[src/rtl/isv_pkg.sv]
package isv_pkg;

  // register addresses
  localparam logic [2:0] RA_MASK = 3'd0;
  localparam logic [2:0] RA_STAT = 3'd1;
  localparam logic [2:0] RA_VEC  = 3'd2;
  localparam logic [2:0] RA_DMA  = 3'd3;
  localparam logic [2:0] RA_DIAG = 3'd4;

  // status bit positions that other logic decodes
  localparam int ST_RRDY = 3;
  localparam int ST_XRDY = 4;
  localparam int ST_BUSY = 12;

  // status bits that hold state, and the bits software may clear
  localparam logic [15:0] STAT_IMPL = 16'h8C3F;
  localparam logic [15:0] STAT_SWCLR = 16'h0027;

  // DMA enable bits and the diagnostic force bit
  localparam int DMA_RX_BIT = 15;
  localparam int DMA_TX_BIT = 7;
  localparam int DIAG_FORCE_BIT = 11;
  localparam int FORCE_W = 6;

endpackage

[src/rtl/isv_rst_sync.sv]
module isv_rst_sync (
  input  logic clk,
  input  logic rst_n,
  output logic rst_sync_n
);

  logic [1:0] sync_q;

  always_ff @(posedge clk or negedge rst_n) begin
    if (!rst_n) sync_q <= 2'b00;
    else        sync_q <= {sync_q[0], 1'b1};
  end

  assign rst_sync_n = sync_q[1];

endmodule

[src/rtl/isv_lsb_pick.sv]
module isv_lsb_pick #(
  parameter int W = 6,
  localparam int IDX_W = (W > 1) ? $clog2(W) : 1
) (
  input  logic [W-1:0]     req_i,
  output logic [W-1:0]     grant_o,
  output logic [IDX_W-1:0] idx_o,
  output logic             found_o
);

  // below[i] is set when any request lower than i is present
  logic [W:0] below;
  assign below[0] = 1'b0;

  for (genvar i = 0; i < W; i++) begin : g_scan
    assign below[i+1]  = below[i] | req_i[i];
    assign grant_o[i]  = req_i[i] & ~below[i];
  end

  assign found_o = below[W];

  always_comb begin
    idx_o = '0;
    for (int i = 0; i < W; i++) begin
      if (grant_o[i]) idx_o = idx_o | IDX_W'(i);
    end
  end

endmodule

[src/rtl/isv_status.sv]
module isv_status #(
  parameter int          W    = 16,
  parameter logic [W-1:0] IMPL = '1
) (
  input  logic         clk,
  input  logic         rst_n,
  input  logic [W-1:0] set_i,
  input  logic [W-1:0] clr_i,
  output logic [W-1:0] stat_o
);

  logic [W-1:0] stat_q, stat_d;
  logic         stat_en;

  // set wins over clear on the same bit
  always_comb begin
    stat_d  = ((stat_q & ~clr_i) | set_i) & IMPL;
    stat_en = (|set_i) | (|clr_i);
  end

  always_ff @(posedge clk or negedge rst_n) begin
    if (!rst_n)       stat_q <= '0;
    else if (stat_en) stat_q <= stat_d;
  end

  assign stat_o = stat_q;

  AST_SET_WINS: assert property (@(posedge clk) disable iff (!rst_n) (|(set_i & IMPL)) |=> ((stat_q & $past(set_i & IMPL)) == $past(set_i & IMPL)));
  AST_CLEAR_TAKES: assert property (@(posedge clk) disable iff (!rst_n) (|(clr_i & ~set_i)) |=> ((stat_q & $past(clr_i & ~set_i)) == '0));
  AST_NO_STRAY_BIT: assert property (@(posedge clk) disable iff (!rst_n) (|(set_i & ~IMPL)) |=> ((stat_q & ~IMPL) == '0));

endmodule

[src/rtl/isv_out_stage.sv]
module isv_out_stage #(
  parameter int MW     = 6,
  parameter int RX_BIT = 3,
  parameter int TX_BIT = 4
) (
  input  logic          clk,
  input  logic          rst_n,
  input  logic [MW-1:0] stat_i,
  input  logic [MW-1:0] mask_i,
  input  logic          rx_en_i,
  input  logic          tx_en_i,
  output logic          irq_o,
  output logic          drq_rx_o,
  output logic          drq_tx_o
);

  logic irq_d, drq_rx_d, drq_tx_d;

  always_comb begin
    irq_d    = |(stat_i & mask_i);
    drq_rx_d = rx_en_i & stat_i[RX_BIT];
    drq_tx_d = tx_en_i & stat_i[TX_BIT];
  end

  always_ff @(posedge clk or negedge rst_n) begin
    if (!rst_n) begin
      irq_o    <= 1'b0;
      drq_rx_o <= 1'b0;
      drq_tx_o <= 1'b0;
    end else begin
      irq_o    <= irq_d;
      drq_rx_o <= drq_rx_d;
      drq_tx_o <= drq_tx_d;
    end
  end

  AST_RX_GATED: assert property (@(posedge clk) disable iff (!rst_n) !rx_en_i |=> !drq_rx_o);
  AST_TX_GATED: assert property (@(posedge clk) disable iff (!rst_n) !tx_en_i |=> !drq_tx_o);

endmodule

[src/rtl/isv_unit.sv]
module isv_unit
  import isv_pkg::*;
#(
  parameter int DATA_W = 16,
  parameter int ADDR_W = 3,
  parameter int MASK_W = 6
) (
  input  logic              clk,
  input  logic              rst_n,
  input  logic              rev_new,
  input  logic              reg_wr,
  input  logic              reg_rd,
  input  logic [ADDR_W-1:0] reg_addr,
  input  logic [DATA_W-1:0] reg_wdata,
  output logic [DATA_W-1:0] reg_rdata,
  input  logic              bus_busy,
  input  logic [DATA_W-1:0] evt_set,
  input  logic [DATA_W-1:0] evt_clr,
  output logic              irq_o,
  output logic              dma_rx_req,
  output logic              dma_tx_req
);

  localparam int IDX_W = (MASK_W > 1) ? $clog2(MASK_W) : 1;
  localparam logic [DATA_W-1:0] IMPL   = DATA_W'(STAT_IMPL);
  localparam logic [DATA_W-1:0] SWCLR  = DATA_W'(STAT_SWCLR);
  localparam logic [DATA_W-1:0] FORCEV = DATA_W'({FORCE_W{1'b1}});
  localparam logic [MASK_W-1:0] KEEP_NEW = {MASK_W{1'b1}};
  localparam logic [MASK_W-1:0] KEEP_OLD = {1'b0, {(MASK_W-1){1'b1}}};

  logic rst_s_n;

  isv_rst_sync u_rst (
    .clk        (clk),
    .rst_n      (rst_n),
    .rst_sync_n (rst_s_n)
  );

  // address decode
  logic sel_mask, sel_stat, sel_vec, sel_dma, sel_diag;
  logic wr_mask, wr_stat, wr_dma, wr_diag, rd_vec;

  always_comb begin
    sel_mask = (reg_addr == ADDR_W'(RA_MASK));
    sel_stat = (reg_addr == ADDR_W'(RA_STAT));
    sel_vec  = (reg_addr == ADDR_W'(RA_VEC));
    sel_dma  = (reg_addr == ADDR_W'(RA_DMA));
    sel_diag = (reg_addr == ADDR_W'(RA_DIAG));
    wr_mask  = reg_wr & sel_mask;
    wr_stat  = reg_wr & sel_stat;
    wr_dma   = reg_wr & sel_dma;
    wr_diag  = reg_wr & sel_diag;
    rd_vec   = reg_rd & sel_vec;
  end

  // mask and DMA enable registers
  logic [MASK_W-1:0] mask_q, mask_d;
  logic              mask_en;
  logic              rx_en_q, tx_en_q;

  always_comb begin
    mask_d = mask_q;
    if (wr_mask) mask_d = reg_wdata[MASK_W-1:0] & (rev_new ? KEEP_NEW : KEEP_OLD);
    if (wr_dma) begin
      if (reg_wdata[DMA_RX_BIT]) mask_d[ST_RRDY] = 1'b0;
      if (reg_wdata[DMA_TX_BIT]) mask_d[ST_XRDY] = 1'b0;
    end
    mask_en = wr_mask | wr_dma;
  end

  always_ff @(posedge clk or negedge rst_s_n) begin
    if (!rst_s_n)     mask_q <= '0;
    else if (mask_en) mask_q <= mask_d;
  end

  always_ff @(posedge clk or negedge rst_s_n) begin
    if (!rst_s_n) begin
      rx_en_q <= 1'b0;
      tx_en_q <= 1'b0;
    end else if (wr_dma) begin
      rx_en_q <= reg_wdata[DMA_RX_BIT];
      tx_en_q <= reg_wdata[DMA_TX_BIT];
    end
  end

  // vector selection over enabled pending bits
  logic [DATA_W-1:0] stat_q;
  logic [MASK_W-1:0] pending, grant;
  logic [IDX_W-1:0]  pick_idx;
  logic              pick_found;

  assign pending = stat_q[MASK_W-1:0] & mask_q;

  isv_lsb_pick #(.W(MASK_W)) u_pick (
    .req_i   (pending),
    .grant_o (grant),
    .idx_o   (pick_idx),
    .found_o (pick_found)
  );

  logic              vec_ack;
  logic [DATA_W-1:0] vec_val;

  always_comb begin
    vec_ack = rd_vec & ~rev_new & pick_found;
    vec_val = pick_found ? (DATA_W'(pick_idx) + DATA_W'(1)) : '0;
  end

  // status set and clear sources
  logic [DATA_W-1:0] set_all, clr_all;

  always_comb begin
    set_all = evt_set;
    if (wr_diag && rev_new && reg_wdata[DIAG_FORCE_BIT]) set_all = set_all | FORCEV;
    clr_all = evt_clr;
    if (wr_stat && rev_new) clr_all = clr_all | (reg_wdata & SWCLR);
    if (vec_ack)            clr_all = clr_all | DATA_W'(grant);
  end

  isv_status #(.W(DATA_W), .IMPL(IMPL)) u_stat (
    .clk    (clk),
    .rst_n  (rst_s_n),
    .set_i  (set_all),
    .clr_i  (clr_all),
    .stat_o (stat_q)
  );

  isv_out_stage #(.MW(MASK_W), .RX_BIT(ST_RRDY), .TX_BIT(ST_XRDY)) u_out (
    .clk      (clk),
    .rst_n    (rst_s_n),
    .stat_i   (stat_q[MASK_W-1:0]),
    .mask_i   (mask_q),
    .rx_en_i  (rx_en_q),
    .tx_en_i  (tx_en_q),
    .irq_o    (irq_o),
    .drq_rx_o (dma_rx_req),
    .drq_tx_o (dma_tx_req)
  );

  // read data path
  logic [DATA_W-1:0] rdata_d, stat_view, dma_view;

  always_comb begin
    stat_view          = stat_q;
    stat_view[ST_BUSY] = bus_busy;
    dma_view             = '0;
    dma_view[DMA_RX_BIT] = rx_en_q;
    dma_view[DMA_TX_BIT] = tx_en_q;
    rdata_d = '0;
    if (sel_mask) rdata_d = DATA_W'(mask_q);
    if (sel_stat) rdata_d = stat_view;
    if (sel_vec)  rdata_d = rev_new ? '0 : vec_val;
    if (sel_dma)  rdata_d = dma_view;
  end

  always_ff @(posedge clk or negedge rst_s_n) begin
    if (!rst_s_n)    reg_rdata <= '0;
    else if (reg_rd) reg_rdata <= rdata_d;
  end

  AST_IRQ_UP: assert property (@(posedge clk) disable iff (!rst_s_n) (|(stat_q[MASK_W-1:0] & mask_q)) |=> irq_o);
  AST_IRQ_DOWN: assert property (@(posedge clk) disable iff (!rst_s_n) !(|(stat_q[MASK_W-1:0] & mask_q)) |=> !irq_o);
  AST_VEC_SINGLE: assert property (@(posedge clk) disable iff (!rst_s_n) (rd_vec && !rev_new && !reg_wr && evt_clr == '0) |=> ($countones($past(stat_q) & ~stat_q) <= 1));
  AST_VEC_NEW_ZERO: assert property (@(posedge clk) disable iff (!rst_s_n) (rd_vec && rev_new) |=> (reg_rdata == '0));
  AST_MASK_OLD: assert property (@(posedge clk) disable iff (!rst_s_n) (wr_mask && !rev_new) |=> !mask_q[MASK_W-1]);
  AST_DMA_RX_MASK: assert property (@(posedge clk) disable iff (!rst_s_n) (wr_dma && reg_wdata[DMA_RX_BIT]) |=> !mask_q[ST_RRDY]);
  AST_DMA_TX_MASK: assert property (@(posedge clk) disable iff (!rst_s_n) (wr_dma && reg_wdata[DMA_TX_BIT]) |=> !mask_q[ST_XRDY]);
  AST_BUSY_READ: assert property (@(posedge clk) disable iff (!rst_s_n) (reg_rd && sel_stat) |=> (reg_rdata[ST_BUSY] == $past(bus_busy)));

endmodule

[config.mk]
export PLATFORM = sky130hd
export DESIGN_NAME = isv_unit
export DESIGN_NICKNAME = d
export VERILOG_FILES = /design/src/rtl/isv_pkg.sv /design/src/rtl/isv_rst_sync.sv /design/src/rtl/isv_lsb_pick.sv /design/src/rtl/isv_status.sv /design/src/rtl/isv_out_stage.sv /design/src/rtl/isv_unit.sv
export SDC_FILE = /design/constraint.sdc
export NUM_CORES = 1
export LEC_CHECK = 0
export BUFFER_PORTS_ARGS = -buffer_cell sky130_fd_sc_hd__clkbuf_2
export CELL_PAD_IN_SITES_DETAIL_PLACEMENT = 0
export CELL_PAD_IN_SITES_GLOBAL_PLACEMENT = 1
export CORE_ASPECT_RATIO = 0.9
export CORE_MARGIN = 3
export CORE_UTILIZATION = 35
export CTS_CLUSTER_DIAMETER = 40
export CTS_CLUSTER_SIZE = 10
export DETAILED_ROUTE_END_ITERATION = 10
export PLACE_DENSITY_LB_ADDON = 0.1
export SLEW_MARGIN = 30
export SYNTH_ARGS = -nofsm -noshare
export SYNTH_HDL_FRONTEND = slang
export SYNTH_HIERARCHICAL = 1
export SYNTH_SLANG_ARGS = --single-unit
[constraint.sdc]
create_clock -name clk -period 1.41 [get_ports clk]
set_input_delay 0.141 -clock clk [delete_from_list [all_inputs] [get_ports clk]]
set_output_delay 0.141 -clock clk [all_outputs]
set_load 0.005 [all_outputs]
==> results.cfg <==
[status]
violations = setup timing
outcome = complete, but fails checks

[floorplan]
rows = 25
core-area_um2 = 5380
initial_core_util = 0.371
die_w_um = 85.6
dieHeight_um = 77.7
io_pins = 76
die_area_um2 = 6650

[sta]
fin_crit_ns = 1.85
finalWorstSetupSlack_ns = -0.442
rsz0062_at_grt = yes
final.setup_skew_ns = 0.00317
fmax_ghz = 0.540
slew-limit-headroom = 0.474
slew_violations = 0
min_period_over_period = 1.31
hold_viol_final = 0
setup_violations = 10
worst_pin_slew_ns = 0.783
whs_ns = 0.0192

[worst_setup_path]
cp.arrival_ns = 2.05
path_delay_family = simple AND/OR/NAND/NOR gates
worst_setup_path_end_kind = register
worstPathRequired_ns = 1.60
critPathKind = register to register
start_kind = register
crit_buf_inv = 1
cp_slowest_cell = or4_4
slowest_delay_ns = 0.53
path_max_fanout = 3
crit_chain = and2_4 > buf_6 > or4_4 > nor2_4 > xor2_1 > a21oi_1 > o32ai_1

[global_route]
grt_max_degree = 27
grt_pass1_vias = 1736
grt_antenna_before_repair = 0
grt_pass1_wl_mm = 8.72
grt_overflow_total = 0
grtUsageTotal = 0.169

[yosys]
synth_area_um2 = 2000
synth_warnings = 6
syn_avg_cell_area_um2 = 9.69
synthCells = 206

[power]
peakVddDrop_mv = 0.582
swShare = 0.295
power_w = 0.00287
p_sw_w = 0.000847
p_int_w = 0.00202
power_frac_seq = 0.433
p_leak_nw = 1.46
pwr_density_cell_nw_per_um2 = 1010
p_comb_frac = 0.308
power.share.clock = 0.260

[routing]
drt-total-wl_mm = 5.33
antenna_left = 0
wl_per_cell_um = 14.3
drcViolationCount = 0
first_iter_violations = 117
drt-pass1-iter-count = 4
dr_total_vias = 1783
via_per_inst = 4.78

[clocking]
cts_buffer_depth = 2
htree_levels = 2
clkLatencyLatePin_ns = 0.29
clk_pin_slew_ns = 0.07
cts-root-buf = clkbuf_8
cts_buffers = 5
cts_tree = yes
cts_sinks = 38

[final_layout]
final_cell_count_no_fill = 373
synthToLayoutAreaGrowth_pct = 42.1
nets = 363
num_antenna_cells = 0
layout-drive-gt1-share = 0.448

[place]
hpwl_mm = 4.10
gp_congestion = 0.795
port_buffers = 54
dp_slack_ns = -0.477
dpl.cell_count = 358

[hold_path]
hold_class = input port to register

[run]
drv_cap = 0
sequential cells by signal, summed over array words and instances, names as in the netlist:
name and flops:
reg_rdata 16, tx_en_q 1, u_rst/sync_q 2, u_out/drq_rx_o 1, u_stat/stat_o 9, mask_q 6, u_out/irq_o 1, rx_en_q 1
u_out/drq_tx_o 1
final timing paths:
check                                              from                       endpoint  slack, ns  cells after the start
min                                         evt_set[15]  u_stat/stat_o[15]$_DFFE_PN0P_       0.02                      2
max reg2reg                u_stat/stat_o[0]$_DFFE_PN0P_       reg_rdata[2]$_DFFE_PN0P_      -0.44                      7
max                        u_stat/stat_o[0]$_DFFE_PN0P_       reg_rdata[2]$_DFFE_PN0P_      -0.44                      7
min in group asynchronous                         rst_n      u_rst/sync_q[1]$_DFF_PN0_       0.15                      2
max in group asynchronous     u_rst/sync_q[1]$_DFF_PN0_          mask_q[0]$_DFFE_PN0P_       0.94                      1
min reg2reg                   u_rst/sync_q[1]$_DFF_PN0_            rx_en_q$_DFFE_PN0P_       0.21                      1
worst register-to-register path: stages (launching register included):
cell and delay [ns]:
dfrtp_1 0.38, and2_4 0.17, buf_6 0.11, or4_4 0.53, nor2_4 0.13, xor2_1 0.15, a21oi_1 0.08, o32ai_1 0.22
final cells by class:
class | count | area [um^2]
clock inverter | 2 | 13.8
inverter | 27 | 101
clock buffer | 6 | 72.6
tap | 67 | 83.8
fill | 511 | 2540
multi-input combinational | 131 | 967
timing repair buffer | 102 | 648
sequential | 38 | 951
layout by cell type (no fill, tap or decap), types with 3 or more instances in the layout:
cell / n
nor2_1: 9
clkbuf_2: 54
nand3_1: 9
and2_4: 6
inv_1: 26
clkbuf_8: 5
o21ai_0: 13
a22oi_1: 5
a221o_1: 4
a2bb2oi_1: 4
a21oi_1: 5
o32ai_1: 4
conb_1: 7
dfrtp_1: 38
nor3b_1: 3
mux2_4: 3
nand2_1: 5
or2_2: 6
buf_6: 4
buf_4: 43
nand2b_1: 3
a21o_1: 11
layer usage:
| layer | vias to the layer above | global-route usage | wire, um |
|---|---|---|---|
| met4 | 0 | 0.0522 | 63 |
| li1 | 900 | - | - |
| met1 | 832 | 0.250 | 2630 |
| met2 | 43 | 0.248 | 2400 |
| met3 | 8 | 0.0350 | 241 |
| met5 | - | 0 | 0 |
power groups by stage:
| stage | Clock [W] | Sequential, W | Combinational, W |
|---|---|---|---|
| final | 0.000745 | 0.00124 | 0.000883 |
| after global routing | 0.000805 | 0.00125 | 0.000967 |
| after CTS | 0.000762 | 0.00124 | 0.000844 |
| after detailed placement | 0 | 0.00126 | 0.000766 |
| after global placement | 0 | 0.00126 | 0.000762 |
| after floorplan | 0 | 0.00129 | 0.000387 |
repair_timing:
action,in CTS,in global routing
gates resized for setup,18,2
pin swaps,20,6
endpoints found under the hold margin,2,0
setup buffers,4,4
endpoints found under the setup margin,10,10
hold buffers,1,0
through the flow:
stage	setup TNS [ns]	cell area, um^2	util
CTS	-3.27	2790	0.519
detailed placement	-4.09	2620	0.487
finish	-3.88	2840	0.527
floorplan	-2.22	2060	-
global placement	-3.55	2620	0.487
global route	-4.67	2840	0.527
Note: power is estimated with default switching activity, not from simulation.
